==> config.mk <==
export PLATFORM = sky130hd
export DESIGN_NAME = spi_regport
export DESIGN_NICKNAME = d
export VERILOG_FILES = /design/src/rtl/spi_regport_pkg.sv /design/src/rtl/spi_in_sync.sv /design/src/rtl/spi_frame_ctrl.sv /design/src/rtl/spi_reg_bank.sv /design/src/rtl/spi_regport.sv
export SDC_FILE = /design/constraint.sdc
export NUM_CORES = 1
export LEC_CHECK = 0
export CORE_MARGIN = 5
export CORE_UTILIZATION = 35
export CTS_BUF_LIST = sky130_fd_sc_hd__clkbuf_4
export DETAILED_ROUTE_END_ITERATION = 6
export DONT_BUFFER_PORTS = 1
export GPL_TIMING_DRIVEN = 0
export PLACE_DENSITY = 0.51
export SYNTH_ARGS = -nofsm -noshare
export SYNTH_HDL_FRONTEND = slang
export SYNTH_HIERARCHICAL = 1
export SYNTH_SLANG_ARGS = --single-unit
==> constraint.sdc <==
create_clock -name clk_i -period 4.95 [get_ports clk_i]
set_clock_uncertainty 0.1 [all_clocks]
set_input_delay 0.2475 -clock clk_i [delete_from_list [all_inputs] [get_ports clk_i]]
set_output_delay 0.2475 -clock clk_i [all_outputs]
set_load 0.005 [all_outputs]
==> src/rtl/spi_regport_pkg.sv <==
package spi_regport_pkg;
  localparam int unsigned ADDR_W = 5;
  localparam int unsigned BYTE_W = 8;

  typedef enum logic [1:0] {PH_INSTR, PH_DATA, PH_DONE} phase_e;

  typedef struct packed {
    logic              rd;
    logic [1:0]        len_m1;
    logic [ADDR_W-1:0] addr;
  } instr_t;

  function automatic logic [BYTE_W-1:0] reg_default(input int unsigned idx);
    return BYTE_W'((idx * 29) ^ 32'hA5);
  endfunction
endpackage

==> src/rtl/spi_in_sync.sv <==
module spi_in_sync #(
  parameter int unsigned       WIDTH     = 3,
  parameter int unsigned       STAGES    = 2,
  parameter logic [WIDTH-1:0]  RESET_VAL = '0
) (
  input  logic             clk_i,
  input  logic             rst_ni,
  input  logic [WIDTH-1:0] d_i,
  output logic [WIDTH-1:0] q_o
);
  logic [WIDTH-1:0] stage_q [STAGES];

  for (genvar s = 0; s < STAGES; s++) begin : g_stage
    always_ff @(posedge clk_i or negedge rst_ni) begin
      if (!rst_ni) stage_q[s] <= RESET_VAL;
      else if (s == 0) stage_q[s] <= d_i;
      else stage_q[s] <= stage_q[(s == 0) ? 0 : s-1];
    end
  end

  assign q_o = stage_q[STAGES-1];
endmodule

==> src/rtl/spi_frame_ctrl.sv <==
module spi_frame_ctrl
  import spi_regport_pkg::*;
(
  input  logic              clk_i,
  input  logic              rst_ni,
  input  logic              cs_act_i,
  input  logic              rise_i,
  input  logic              fall_i,
  input  logic              sdi_i,
  input  logic [BYTE_W-1:0] rd_data_i,
  output logic              wr_en_o,
  output logic [ADDR_W-1:0] addr_o,
  output logic [BYTE_W-1:0] wr_data_o,
  output logic              sdo_o,
  output logic              sdo_oe_o
);
  phase_e            phase_q;
  logic [2:0]        bit_cnt_q;
  logic [1:0]        byte_idx_q;
  logic [6:0]        shift_q;
  instr_t            instr_q;
  logic [ADDR_W-1:0] addr_q;
  logic              sdo_q;
  logic [BYTE_W-1:0] full_byte;
  logic              byte_done;

  assign full_byte = {shift_q, sdi_i};
  assign byte_done = cs_act_i && rise_i && (bit_cnt_q == 3'd7);

  always_ff @(posedge clk_i or negedge rst_ni) begin
    if (!rst_ni) begin
      phase_q    <= PH_INSTR;
      bit_cnt_q  <= '0;
      byte_idx_q <= '0;
      shift_q    <= '0;
      instr_q    <= '0;
      addr_q     <= '0;
      sdo_q      <= 1'b0;
    end else if (!cs_act_i) begin
      // chip-select high: drop any partial frame
      phase_q    <= PH_INSTR;
      bit_cnt_q  <= '0;
      byte_idx_q <= '0;
      sdo_q      <= 1'b0;
    end else begin
      if (rise_i && phase_q != PH_DONE) begin
        shift_q   <= full_byte[6:0];
        bit_cnt_q <= bit_cnt_q + 3'd1;
        if (bit_cnt_q == 3'd7) begin
          if (phase_q == PH_INSTR) begin
            instr_q    <= instr_t'(full_byte);
            addr_q     <= full_byte[ADDR_W-1:0];
            byte_idx_q <= '0;
            phase_q    <= PH_DATA;
          end else begin
            addr_q     <= addr_q - ADDR_W'(1);
            byte_idx_q <= byte_idx_q + 2'd1;
            if (byte_idx_q == instr_q.len_m1) phase_q <= PH_DONE;
          end
        end
      end
      if (fall_i && phase_q == PH_DATA && instr_q.rd)
        sdo_q <= rd_data_i[3'd7 - bit_cnt_q];
    end
  end

  assign wr_en_o   = byte_done && phase_q == PH_DATA && !instr_q.rd;
  assign addr_o    = addr_q;
  assign wr_data_o = full_byte;
  assign sdo_o     = sdo_q;
  assign sdo_oe_o  = cs_act_i && phase_q == PH_DATA && instr_q.rd;
endmodule

==> src/rtl/spi_reg_bank.sv <==
module spi_reg_bank
  import spi_regport_pkg::*;
#(
  parameter int unsigned NUM_REGS = 16
) (
  input  logic                       clk_i,
  input  logic                       rst_ni,
  input  logic                       wr_en_i,
  input  logic [ADDR_W-1:0]          addr_i,
  input  logic [BYTE_W-1:0]          wr_data_i,
  output logic [BYTE_W-1:0]          rd_data_o,
  output logic [NUM_REGS*BYTE_W-1:0] regs_o
);
  logic [BYTE_W-1:0] regs_q [NUM_REGS];

  for (genvar k = 0; k < NUM_REGS; k++) begin : g_reg
    always_ff @(posedge clk_i or negedge rst_ni) begin
      if (!rst_ni) regs_q[k] <= reg_default(k);
      else if (wr_en_i && addr_i == ADDR_W'(k)) regs_q[k] <= wr_data_i;
    end
    assign regs_o[k*BYTE_W +: BYTE_W] = regs_q[k];
  end

  always_comb begin
    rd_data_o = '0;
    for (int k = 0; k < NUM_REGS; k++)
      if (addr_i == ADDR_W'(k)) rd_data_o = regs_q[k];
  end
endmodule

==> src/rtl/spi_regport.sv <==
module spi_regport
  import spi_regport_pkg::*;
#(
  parameter int unsigned NUM_REGS    = 16,
  parameter int unsigned SYNC_STAGES = 2
) (
  input  logic                       clk_i,
  input  logic                       rst_ni,
  input  logic                       cs_ni,
  input  logic                       sclk_i,
  input  logic                       sdio_i,
  output logic                       sdio_o,
  output logic                       sdio_oe_o,
  output logic [NUM_REGS*BYTE_W-1:0] regs_o
);
  logic [2:0]        sync_q;
  logic              cs_act, sclk_s, sdi_s, sclk_q, sclk_rise, sclk_fall;
  logic              wr_en;
  logic [ADDR_W-1:0] addr;
  logic [BYTE_W-1:0] wr_data, rd_data;

  spi_in_sync #(
    .WIDTH(3), .STAGES(SYNC_STAGES), .RESET_VAL(3'b100)
  ) u_sync (
    .clk_i(clk_i), .rst_ni(rst_ni),
    .d_i({cs_ni, sclk_i, sdio_i}), .q_o(sync_q)
  );

  assign cs_act = ~sync_q[2];
  assign sclk_s = sync_q[1];
  assign sdi_s  = sync_q[0];

  always_ff @(posedge clk_i or negedge rst_ni) begin
    if (!rst_ni) sclk_q <= 1'b0;
    else sclk_q <= sclk_s;
  end

  assign sclk_rise = sclk_s & ~sclk_q;
  assign sclk_fall = ~sclk_s & sclk_q;

  spi_frame_ctrl u_frame (
    .clk_i(clk_i), .rst_ni(rst_ni), .cs_act_i(cs_act),
    .rise_i(sclk_rise), .fall_i(sclk_fall), .sdi_i(sdi_s),
    .rd_data_i(rd_data), .wr_en_o(wr_en), .addr_o(addr),
    .wr_data_o(wr_data), .sdo_o(sdio_o), .sdo_oe_o(sdio_oe_o)
  );

  spi_reg_bank #(.NUM_REGS(NUM_REGS)) u_bank (
    .clk_i(clk_i), .rst_ni(rst_ni), .wr_en_i(wr_en), .addr_i(addr),
    .wr_data_i(wr_data), .rd_data_o(rd_data), .regs_o(regs_o)
  );
endmodule

==> metrics.md <==
| Metric | Value |
|---|---|
| Initial DRC Count | `476` |
| Crit Path Category | `reg -> reg` |
| Gate power share | `7.6%` |
| RSZ-0062 raised after global routing | `false` |
| Pwr dens | `271.4 mW/mm^2` |
| DP HPWL | `19110 um` |
| Final global-route overflow total | `0` |
| Synthesized Nets | `645` |
| Register area | `0.004039 sq mm` |
| Rows | `54` |
| GPL Wtd Cong | `0.9467` |
| Register area share after synthesis | `51.57%` |
| Inserted Clock Buffers | `17` |
| Per-cell routed wire length | `27.19 um` |
| Die width | `159.6 um` |
| Clock power share | `31.4%` |
| Syn Std Cell Area | `0.007831 sq mm` |
| Mean area per synthesized cell | `12.29 sq um` |
| Slew margin rel. | `44.33%` |
| Port Buffers | `0` |
| Critical path arrival | `3.48 ns` |
| Vias | `5540` |
| Internal power | `0.001581 W` |
| Post-synth ARST share | `100.0%` |
| Die Y | `159.6 um` |
| Sw power | `0.0007250 W` |
| Vias in the first global route | `5745` |
| Slew @ Worst Pin | `0.8351 ns` |
| I/O pins | `135` |
| Worst-path clk slew | `0.13 ns` |
| DIE AREA | `0.02547 sq mm` |
| Status | `finished, final reports clean` |
| CTS Buffer Depth | `2` |
| Maximum clock rate | `321.1 MHz` |
| Multi-input logic area | `0.003536 sq mm` |
| Initial antenna violation count | `1` |
| Final setup viols | `0` |
| TNS Setup | `0 ns` |
| Fin crit period | `3.114 ns` |
| Fill count | `2136` |
| Root buffer cell | `clkbuf_4` |
| CTS tree | `done` |
| Area grow syn2layout | `8.500%` |
| Final Max Tran Viols | `0` |
| Mapped Cells | `637` |
| Synth Register Bits | `158` |
| Drt first pass iters | `5` |
| Type of destination of the critical path | `register` |
| Hold Path Class | `in -> reg` |
| Seq pwr share | `61.0%` |
| First-pass GRT wire length | `38830 um` |
| Switching share of power | `31.44%` |
| Max Cap Viol | `0` |
| Final Cycle Share | `62.92%` |
| Core area | `0.02196 sq mm` |
| Post-synth cell types | `66` |
| Peak supply drop | `115.5 uV` |
| Crit-path max FO | `11` |
| ANT nets after route | `0` |
| Top FF cell, synth | `dfrtp_1` |
| Hold Fails Final Rpt | `0` |
| Hold slack | `0.1055 ns` |
| Number of synthesized flops with an enable pin | `0` |
| Largest net degree at the start of global routing | `159` |
| Remaining DRCs | `0` |
| Fraction of layout cells with a size suffix above 1 | `43.47%` |
| Crit path required time | `5.31 ns` |
| Initial Util | `35.66%` |
| Yosys warning count | `6` |
| Worst Setup Start Kind | `register` |
| H-tree depth | `4` |
| Final WL | `25960 um` |
| Clock Latency Late Sink | `0.60 ns` |
| Static Leak | `3.704 nW` |
| Vias per inst | `5.801` |
| Final Net Count | `669` |
| Clock sinks | `158` |
| Overall Global Routing Usage | `20.33%` |
| Number of setup buffers added after CTS | `0` |
| CTS resizes | `0` |
==> sequential cells by signal, indices dropped and copies added, names as in the netlist <==
register,count
sclk_q,1
u_bank/regs_o,128
u_frame/addr_o,5
u_frame/bit_cnt_q,3
u_frame/byte_idx_q,2
u_frame/instr_q,3
u_frame/phase_q,2
u_frame/sdo_o,1
u_frame/shift_q,7
u_sync/q_o,3
u_sync/stage_q,3
==> logic make-up (layout without fill, tap and decap cells) <==
group / Yosys count / in the layout / share of synthesized area, %
simple gates: 150 / 150 / 10.70
mux: 168 / 168 / 24.83
fa+ha+maj: 3 / 3 / 0.4794
xor+xnor: 3 / 3 / 0.3356
buf+inv: 51 / 88 / 3.275
flops: 158 / 158 / 51.57
other cells: 0 / 1 / 0
compound gates: 104 / 104 / 8.804
==> final timing paths <==
kind | from | endpoint | cells after the start | slack, ns
max | u_frame/addr_o[0] | u_frame/sdo_o | 10 | 1.84
min | cs_ni | u_sync/stage_q[5] | 1 | 0.11
max reg2reg | u_frame/addr_o[0] | u_frame/sdo_o | 10 | 1.84
min reg2reg | u_sync/stage_q[5] | u_sync/q_o[2] | 0 | 0.27
max in group asynchronous | rst_ni | u_frame/byte_idx_q[0] | 2 | 3.88
min in group asynchronous | rst_ni | u_bank/regs_o[21] | 2 | 0.22
==> per-stage QoR <==
stage          total power (W)  area (sq um)  setup WS [ns]  cells  utilization (%)
3_5_place_dp          0.001577          8182          1.838    917            37.26
5_1_grt               0.002412          8497          1.617    955            38.70
3_3_place_gp          0.001567          8182          1.843    917            37.26
2_1_floorplan         0.001470          7831          2.437    637                -
4_1_cts               0.002341          8494          1.801    954            38.68
6_report              0.002306          8497          1.836    955            38.70
==> final cells by class <==
class                   instances  area share, %
plain buffers                  44          2.709
clock inverters                14          1.296
repair buffers                  5         0.7952
clock buffers                  18          1.590
diodes                          1        0.02945
inverters                       7         0.3092
flip-flops and latches        158          47.53
well taps                     280          4.123
multi-input cells             428          41.61
==> worst max-delay path, cell delays in order, from the launching register on <==
cell and delay, ns:
dfrtp_1 0.61, buf_4 0.35, buf_6 0.23, mux2i_1 0.26, o21ai_0 0.12, o2bb2ai_1 0.16
a311oi_1 0.30, o22ai_1 0.18, mux4_1 0.52, nand2b_1 0.09, a31oi_1 0.07
==> power groups by stage <==
| stage | clock network, W | logic, W | registers (W) |
|---|---|---|---|
| 5_1_grt | 0.000806 | 0.000194 | 0.00141 |
| 3_3_place_gp | 0 | 0.000143 | 0.00142 |
| 6_report | 0.000724 | 0.000176 | 0.00141 |
| 2_1_floorplan | 0 | 0.0000900 | 0.00138 |
| 3_5_place_dp | 0 | 0.000149 | 0.00143 |
| 4_1_cts | 0.000754 | 0.000181 | 0.00141 |
==> what timing repair did <==
item / in CTS / in global routing
setup endpoints to repair: 0 / 0
hold endpoints to repair: 161 / 0
hold buffers: 5 / 0
==> cells in the mapped netlist (all sizes together) (3+ instances only) <==
cell / count / share of area [%]
mux2: 147 / 21
dfrtp: 90 / 29
dfstp: 68 / 23
nand2: 46 / 2.4
o21ai: 36 / 2.3
nor2: 29 / 2.3
buf: 27 / 2.1
clkbuf: 17 / 0.83
nand3: 17 / 1.1
mux2i: 15 / 1.9
nor2b: 13 / 1.0
a21oi: 12 / 0.77
nor3: 10 / 0.70
a31oi: 8 / 0.64
inv: 7 / 0.34
o211ai: 7 / 0.73
mux4: 6 / 1.8
nand2b: 6 / 0.51
and2: 5 / 0.40
and3: 5 / 0.40
o221ai: 5 / 0.56
a21boi: 4 / 0.38
a22oi: 4 / 0.38
nor3b: 4 / 0.53
a311oi: 3 / 0.34
ha: 3 / 0.48
nand4: 3 / 0.32
o31ai: 3 / 0.29
o32ai: 3 / 0.34
or2: 3 / 0.24
or3: 3 / 0.24
xnor2: 3 / 0.34
==> placed cells by master (no fill, tap or decap), types with 16 or more instances in the layout <==
cell type | Yosys | final
buf_2 | 18 | 18
dfstp_2 | 68 | 68
nand2_1 | 43 | 43
dfrtp_1 | 90 | 90
clkbuf_4 | 0 | 18
o21ai_0 | 36 | 36
nor2_1 | 24 | 24
clkbuf_1 | 16 | 16
nand3_1 | 17 | 17
mux2_2 | 143 | 143
==> metal layers <==
layer	track usage (%)	part of all wire (%)	up-vias	routed length, um
met5	0	0	-	0
met4	5.286	1.6	0	423
met3	7.196	9.8	33	2540
met2	32.24	47	237	12140
met1	26.59	42	2873	10860
li1	-	-	2397	-
No activity file was read; power rests on OpenSTA's default activity.
